==> src/rtl/gpio_irq_pkg.sv <==
package gpio_irq_pkg;
  // Byte offsets of the interrupt registers inside the GPIO space
  localparam logic [7:0] OFS_MASK   = 8'h90;
  localparam logic [7:0] OFS_MODE   = 8'h94;
  localparam logic [7:0] OFS_FILTER = 8'h98;
  localparam logic [7:0] OFS_PERIOD = 8'h9C;

  // Write strobes from the control to the datapath
  typedef struct packed {
    logic maskWr;
    logic modeWr;
    logic filterWr;
    logic periodWr;
  } regStrobe_t;
endpackage

==> src/rtl/gpio_irq_ctrl.sv <==
module gpio_irq_ctrl
  import gpio_irq_pkg::*;
#(
  parameter int NLINES = 24,
  parameter int PERW   = 8,
  parameter int DATAW  = 32,
  parameter int ADDRW  = 8
) (
  input  logic             clk,
  input  logic             rstN,
  input  logic             regWe,
  input  logic [ADDRW-1:0] regAddr,
  input  logic [NLINES-1:0] maskQ,
  input  logic [NLINES-1:0] modeQ,
  input  logic [NLINES-1:0] filterQ,
  input  logic [PERW-1:0]   periodQ,
  output regStrobe_t       stb,
  output logic [DATAW-1:0] regRdata
);
  localparam int LPAD = DATAW - NLINES;
  localparam int PPAD = DATAW - PERW;

  logic hitMask, hitMode, hitFilter, hitPeriod;

  always_comb begin
    hitMask   = (regAddr == ADDRW'(OFS_MASK));
    hitMode   = (regAddr == ADDRW'(OFS_MODE));
    hitFilter = (regAddr == ADDRW'(OFS_FILTER));
    hitPeriod = (regAddr == ADDRW'(OFS_PERIOD));
    stb.maskWr   = regWe && hitMask;
    stb.modeWr   = regWe && hitMode;
    stb.filterWr = regWe && hitFilter;
    stb.periodWr = regWe && hitPeriod;
  end

  always_comb begin
    regRdata = '0;
    if (hitMask)   regRdata = {{LPAD{1'b0}}, maskQ};
    if (hitMode)   regRdata = {{LPAD{1'b0}}, modeQ};
    if (hitFilter) regRdata = {{LPAD{1'b0}}, filterQ};
    if (hitPeriod) regRdata = {{PPAD{1'b0}}, periodQ};
  end

  AST_ONE_STROBE: assert property (@(posedge clk) disable iff (!rstN)
    $onehot0({stb.maskWr, stb.modeWr, stb.filterWr, stb.periodWr}));
  AST_NO_WRITE_IDLE: assert property (@(posedge clk) disable iff (!rstN)
    !regWe |-> (stb == '0));
endmodule

==> src/rtl/gpio_irq_dp.sv <==
module gpio_irq_dp
  import gpio_irq_pkg::*;
#(
  parameter int              NLINES    = 24,
  parameter int              PERW      = 8,
  parameter int              DATAW     = 32,
  parameter logic [PERW-1:0] PER_RESET = 8'hFF
) (
  input  logic              clk,
  input  logic              rstN,
  input  regStrobe_t        stb,
  input  logic [DATAW-1:0]  regWdata,
  input  logic [NLINES-1:0] lineIn,
  output logic [NLINES-1:0] maskQ,
  output logic [NLINES-1:0] modeQ,
  output logic [NLINES-1:0] filterQ,
  output logic [PERW-1:0]   periodQ,
  output logic [NLINES-1:0] irqOut
);
  logic [NLINES-1:0] metaQ, syncQ, filtQ, pulseQ;
  logic [PERW-1:0]   effPeriod;

  always_ff @(posedge clk or negedge rstN) begin
    if (!rstN) begin
      maskQ   <= '0;
      modeQ   <= '0;
      filterQ <= '0;
      periodQ <= PER_RESET;
    end else begin
      if (stb.maskWr)   maskQ   <= regWdata[NLINES-1:0];
      if (stb.modeWr)   modeQ   <= regWdata[NLINES-1:0];
      if (stb.filterWr) filterQ <= regWdata[NLINES-1:0];
      if (stb.periodWr) periodQ <= regWdata[PERW-1:0];
    end
  end

  always_ff @(posedge clk or negedge rstN) begin
    if (!rstN) begin
      metaQ <= '0;
      syncQ <= '0;
    end else begin
      metaQ <= lineIn;
      syncQ <= metaQ;
    end
  end

  assign effPeriod = (periodQ == '0) ? PERW'(1) : periodQ;

  for (genvar i = 0; i < NLINES; i++) begin : g_line
    logic [PERW-1:0] cntQ;
    logic [PERW:0]   cntNext;
    logic            differs, settle;

    always_comb begin
      cntNext = {1'b0, cntQ} + 1'b1;
      differs = syncQ[i] ^ filtQ[i];
      settle  = differs && (cntNext >= {1'b0, effPeriod});
    end

    always_ff @(posedge clk or negedge rstN) begin
      if (!rstN) begin
        cntQ      <= '0;
        filtQ[i]  <= 1'b0;
        pulseQ[i] <= 1'b0;
      end else if (!filterQ[i]) begin
        cntQ      <= '0;
        filtQ[i]  <= syncQ[i];
        pulseQ[i] <= 1'b0;
      end else if (!differs) begin
        cntQ      <= '0;
        pulseQ[i] <= 1'b0;
      end else if (settle) begin
        cntQ      <= '0;
        filtQ[i]  <= syncQ[i];
        pulseQ[i] <= 1'b1;
      end else begin
        cntQ      <= cntNext[PERW-1:0];
        pulseQ[i] <= 1'b0;
      end
    end
  end

  assign irqOut = maskQ & ((~modeQ & syncQ) | (modeQ & pulseQ));

  AST_FILT_TAKES_INPUT: assert property (@(posedge clk) disable iff (!rstN)
    ((filtQ ^ $past(filtQ)) & (filtQ ^ $past(syncQ))) == '0);
  AST_PULSE_SINGLE: assert property (@(posedge clk) disable iff (!rstN)
    (periodQ > PERW'(1)) |=> ((pulseQ & $past(pulseQ)) == '0));
  AST_NO_UNFILTERED_EDGE: assert property (@(posedge clk) disable iff (!rstN)
    (irqOut & modeQ & ~$past(filterQ)) == '0);
  AST_PERIOD_HOLD: assert property (@(posedge clk) disable iff (!rstN)
    !stb.periodWr |=> $stable(periodQ));
endmodule

==> src/rtl/gpio_irq_top.sv <==
module gpio_irq_top
  import gpio_irq_pkg::*;
#(
  parameter int NLINES = 24,
  parameter int PERW   = 8,
  parameter int DATAW  = 32,
  parameter int ADDRW  = 8
) (
  input  logic              clk,
  input  logic              rstN,
  input  logic              regWe,
  input  logic [ADDRW-1:0]  regAddr,
  input  logic [DATAW-1:0]  regWdata,
  output logic [DATAW-1:0]  regRdata,
  input  logic [NLINES-1:0] lineIn,
  output logic [NLINES-1:0] irqOut
);
  regStrobe_t        stb;
  logic [NLINES-1:0] maskQ, modeQ, filterQ;
  logic [PERW-1:0]   periodQ;

  gpio_irq_ctrl #(.NLINES(NLINES), .PERW(PERW), .DATAW(DATAW), .ADDRW(ADDRW)) u_ctrl (
    .clk(clk), .rstN(rstN), .regWe(regWe), .regAddr(regAddr),
    .maskQ(maskQ), .modeQ(modeQ), .filterQ(filterQ), .periodQ(periodQ),
    .stb(stb), .regRdata(regRdata)
  );

  gpio_irq_dp #(.NLINES(NLINES), .PERW(PERW), .DATAW(DATAW), .PER_RESET(PERW'(8'hFF))) u_dp (
    .clk(clk), .rstN(rstN), .stb(stb), .regWdata(regWdata), .lineIn(lineIn),
    .maskQ(maskQ), .modeQ(modeQ), .filterQ(filterQ), .periodQ(periodQ),
    .irqOut(irqOut)
  );
endmodule

==> config.mk <==
export PLATFORM = sky130hd
export DESIGN_NAME = gpio_irq_top
export DESIGN_NICKNAME = d
export VERILOG_FILES = /design/src/rtl/gpio_irq_pkg.sv /design/src/rtl/gpio_irq_ctrl.sv /design/src/rtl/gpio_irq_dp.sv /design/src/rtl/gpio_irq_top.sv
export SDC_FILE = /design/constraint.sdc
export NUM_CORES = 1
export LEC_CHECK = 0
export ABC_AREA = 1
export BUFFER_PORTS_ARGS = -buffer_cell sky130_fd_sc_hd__buf_4
export CORE_ASPECT_RATIO = 1.25
export CORE_MARGIN = 2
export CORE_UTILIZATION = 40
export DETAILED_ROUTE_END_ITERATION = 10
export SYNTH_ARGS = -nofsm -noshare
export SYNTH_HDL_FRONTEND = slang
export SYNTH_SLANG_ARGS = --single-unit
==> constraint.sdc <==
create_clock -name clk -period 10.35 [get_ports clk]
set_clock_uncertainty 0.1 [all_clocks]
set_input_delay 3.105 -clock clk [delete_from_list [all_inputs] [get_ports clk]]
set_output_delay 3.105 -clock clk [all_outputs]
set_load 0.05 [all_outputs]
==> qor.txt <==
run status - completed
delay-heaviest family, CP - buffers and inverters
area fraction of the dominant cell type after synthesis - 43.2%
Register-to-Register Path Depth - 18
diode count - 0
initial antenna violation count - 0
Pins Over Slew Limit - 0
cell accounting for the most synthesized area - dfrtp_1
Final GP Congestion - 0.805
HP Start - u_dp.metaQ[15]$_DFF_PN0_
number of setup violations in the final report - 0
share of layout cells above drive strength 1 - 9.24%
largest cells by area after synthesis - dfrtp_1 (43%), ha_1 (12%), nand2_1 (10%), inv_1 (7.4%), nor2_1 (5.9%)
cells along the critical path - buf_4 -> or2_0 -> inv_2 -> nand4_1 -> inv_2 -> a221oi_1 -> o21ai_0 -> buf_4
H-Tree Depth - 2
Multi-input gate area - 9920 µm²
number of flops mapped to enable cells by yosys - 0
Via density - 4.86
total CTS buffers - 41
# Post-CTS Setup Buffers - 0
# rows - 93
clk sinks - 368
final wirelength - 48300 µm
Yosys reg bits - 368
largest net degree at the start of global routing - 155
GRT Total Usage - 18.3%
fin crit share - 78.8%
slowest CP cell - inv_2
core footprint - 51500 µm²
Post-CTS Hold Fix Bufs - 0
Netlist cell types - 39
internal power - 0.00252 W
Die Span Y - 259 µm
worst skew pair latency - 560 ps
first-pass GRT wire length - 80000 µm
crit-path max FO - 24
max_cap viols - 0
Final HPWL DP - 32100 µm
sequential cell area - 9220 µm²
crit path launch - regAddr[1]
CTS root buf - clkbuf_16
# IOs - 123
hold crit path type - flop to flop
commonest cells in the netlist - nand2_1 (575), inv_1 (409), dfrtp_1 (360), nor2_1 (330), ha_1 (192)
main flop type after synthesis - dfrtp_1
CTS max path bufs - 3
CP endpoint kind - output port
P per Cell Area - 143 nW/µm²
LEAKAGE - 12.4 nW
peak supply drop - 0.0992 mV
fillers - 4954
CP max stage delay - 620 ps
clock share of power - 44.1%
Max Freq - 123 MHz
Residual DRC - 0
Post-synth ARST share - 100%
crit path DAT - 4950 ps
drt pass-1 iters - 5
count leader, synth - nand2_1
Synthesis Warnings - 0
Die X - 208 µm
Crit Path Category - input port to output port
post-synth design cell area - 20900 µm²
die area - 54000 µm²
Avg Cell Area, Syn - 8.23 µm²
reg2reg end - u_dp.g_line[20].cntQ[5]$_DFF_PN0_
Gates resized, CTS repair - 0
NetSw - 0.000880 W
IO Port Bufs - 106
slew margin rel. - 23.3%
Worst Hold End - u_dp.syncQ[15]$_DFF_PN0_
CTS tree - built
final net count - 2926
crit path launch type - input port
worst slew pin tran - 1150 ps
Hold Fails Final Rpt - 0
vias in the first global route - 16300
Final Power - 0.00340 W
min cycle time layout - 8150 ps
WP data required - 7150 ps
DRT antenna net count - 0
Hold Worst Slack - 246 ps
RSZ-0062 raised after global routing - false
Seq pwr share - 44.2%
total grt overflow - 0
RR Startpoint - u_dp.periodQ[5]$_DFFE_PN1P_
sequential share of the synthesized area - 44.2%
setup_tns - 0 ps
initial DRC count - 769
Net Sw Frac - 25.9%
initial core utilization - 40.5%
flop2flop setup slack - 6880 ps
Clock transition at path regs - 60 ps
WP buf/inv - 4
Worst Hold Path Cells - 0
vias - 16300
cell count after synthesis - 2535
Comb power frac - 11.6%
Synth-to-Final Area Change - 14.0%
WL per Instance - 14.4 µm
## flip-flops by register name, indices dropped and copies added (netlist names)
name              count
u_dp.g_line.cntQ    192
u_dp.filtQ           24
u_dp.filterQ         24
u_dp.maskQ           24
u_dp.metaQ           24
u_dp.modeQ           24
u_dp.pulseQ          24
u_dp.syncQ           24
u_dp.periodQ          8
## through the flow
stage | worst slack, ps | cells | utilization (%) | area (µm²)
floorplan | 2420 | 2542 | - | 20900
detailed placement | 2180 | 3289 | 43.5 | 22400
global placement | 2160 | 3289 | 43.5 | 22400
global route | 1950 | 3361 | 46.1 | 23800
CTS | 2180 | 3361 | 46.1 | 23800
finish | 2200 | 3361 | 46.1 | 23800
## power by group through the flow
stage               combinational (W)  clock [W]  sequential (W)
global route                 0.000458    0.00160         0.00151
global placement             0.000392          0         0.00153
floorplan                    0.000273          0         0.00152
finish                       0.000394    0.00150         0.00150
CTS                          0.000403    0.00155         0.00150
detailed placement           0.000402          0         0.00153
## how the worst max path moves through the flow
stage | end | slack [ps] | cells past startpoint
floorplan | regRdata[0] | 2420 | 4
global placement | regRdata[2] | 2160 | 8
detailed placement | regRdata[2] | 2180 | 8
CTS | regRdata[2] | 2180 | 8
global route | regRdata[2] | 1950 | 9
finish | regRdata[5] | 2200 | 8
## routing by layer
metal	up-vias	track usage (%)	share of wire, %
met5	-	0	0
met1	7742	21.9	43
met3	76	3.02	3.7
li1	8278	-	-
met2	227	33.1	50
met4	0	6.55	3.2
## final cells by class
type / count / area share [%]
Clock buffer: 55 / 4.70
Tap cell: 665 / 3.50
Timing Repair Buffer: 117 / 3.78
Sequential cell: 368 / 38.8
Inverter: 414 / 6.54
Clock inverter: 17 / 1.03
Multi-Input combinational cell: 1725 / 41.7
## cell usage in the layout (no fill, tap or decap), types with 2 or more instances in the layout
cell type     n
nand2_1     572
inv_1       407
dfrtp_1     360
nor2_1      330
ha_1        192
buf_4       115
nand3_1     109
xor2_1       94
o21ai_0      94
a21oi_1      89
nand4_1      53
clkbuf_16    41
xnor2_1      34
and3_1       21
nand3_2      21
nand2_2      20
o21ai_1      19
o211ai_1     18
nand3_4      10
clkbuf_1     10
o21bai_1      8
conb_1        8
clkinv_2      8
dfstp_2       8
a221oi_1      7
inv_2         6
nor3_1        6
bufinv_16     6
a31oi_1       5
clkbuf_8      4
nor3b_1       3
nand3b_1      3
nand4_2       2
clkinvlp_4    2
## cells by family (layout without fill, tap and decap cells)
kind of cell,count (synthesis),after routing,share of synthesized area [%]
compound gates,244,244,6.39
simple gates,1153,1153,24.0
buf+inv,449,603,8.49
xor+xnor,128,128,5.37
flops,368,368,44.2
other cells,1,8,0.0180
fa+ha+maj,192,192,11.5
(Power assumes the default switching activity.)
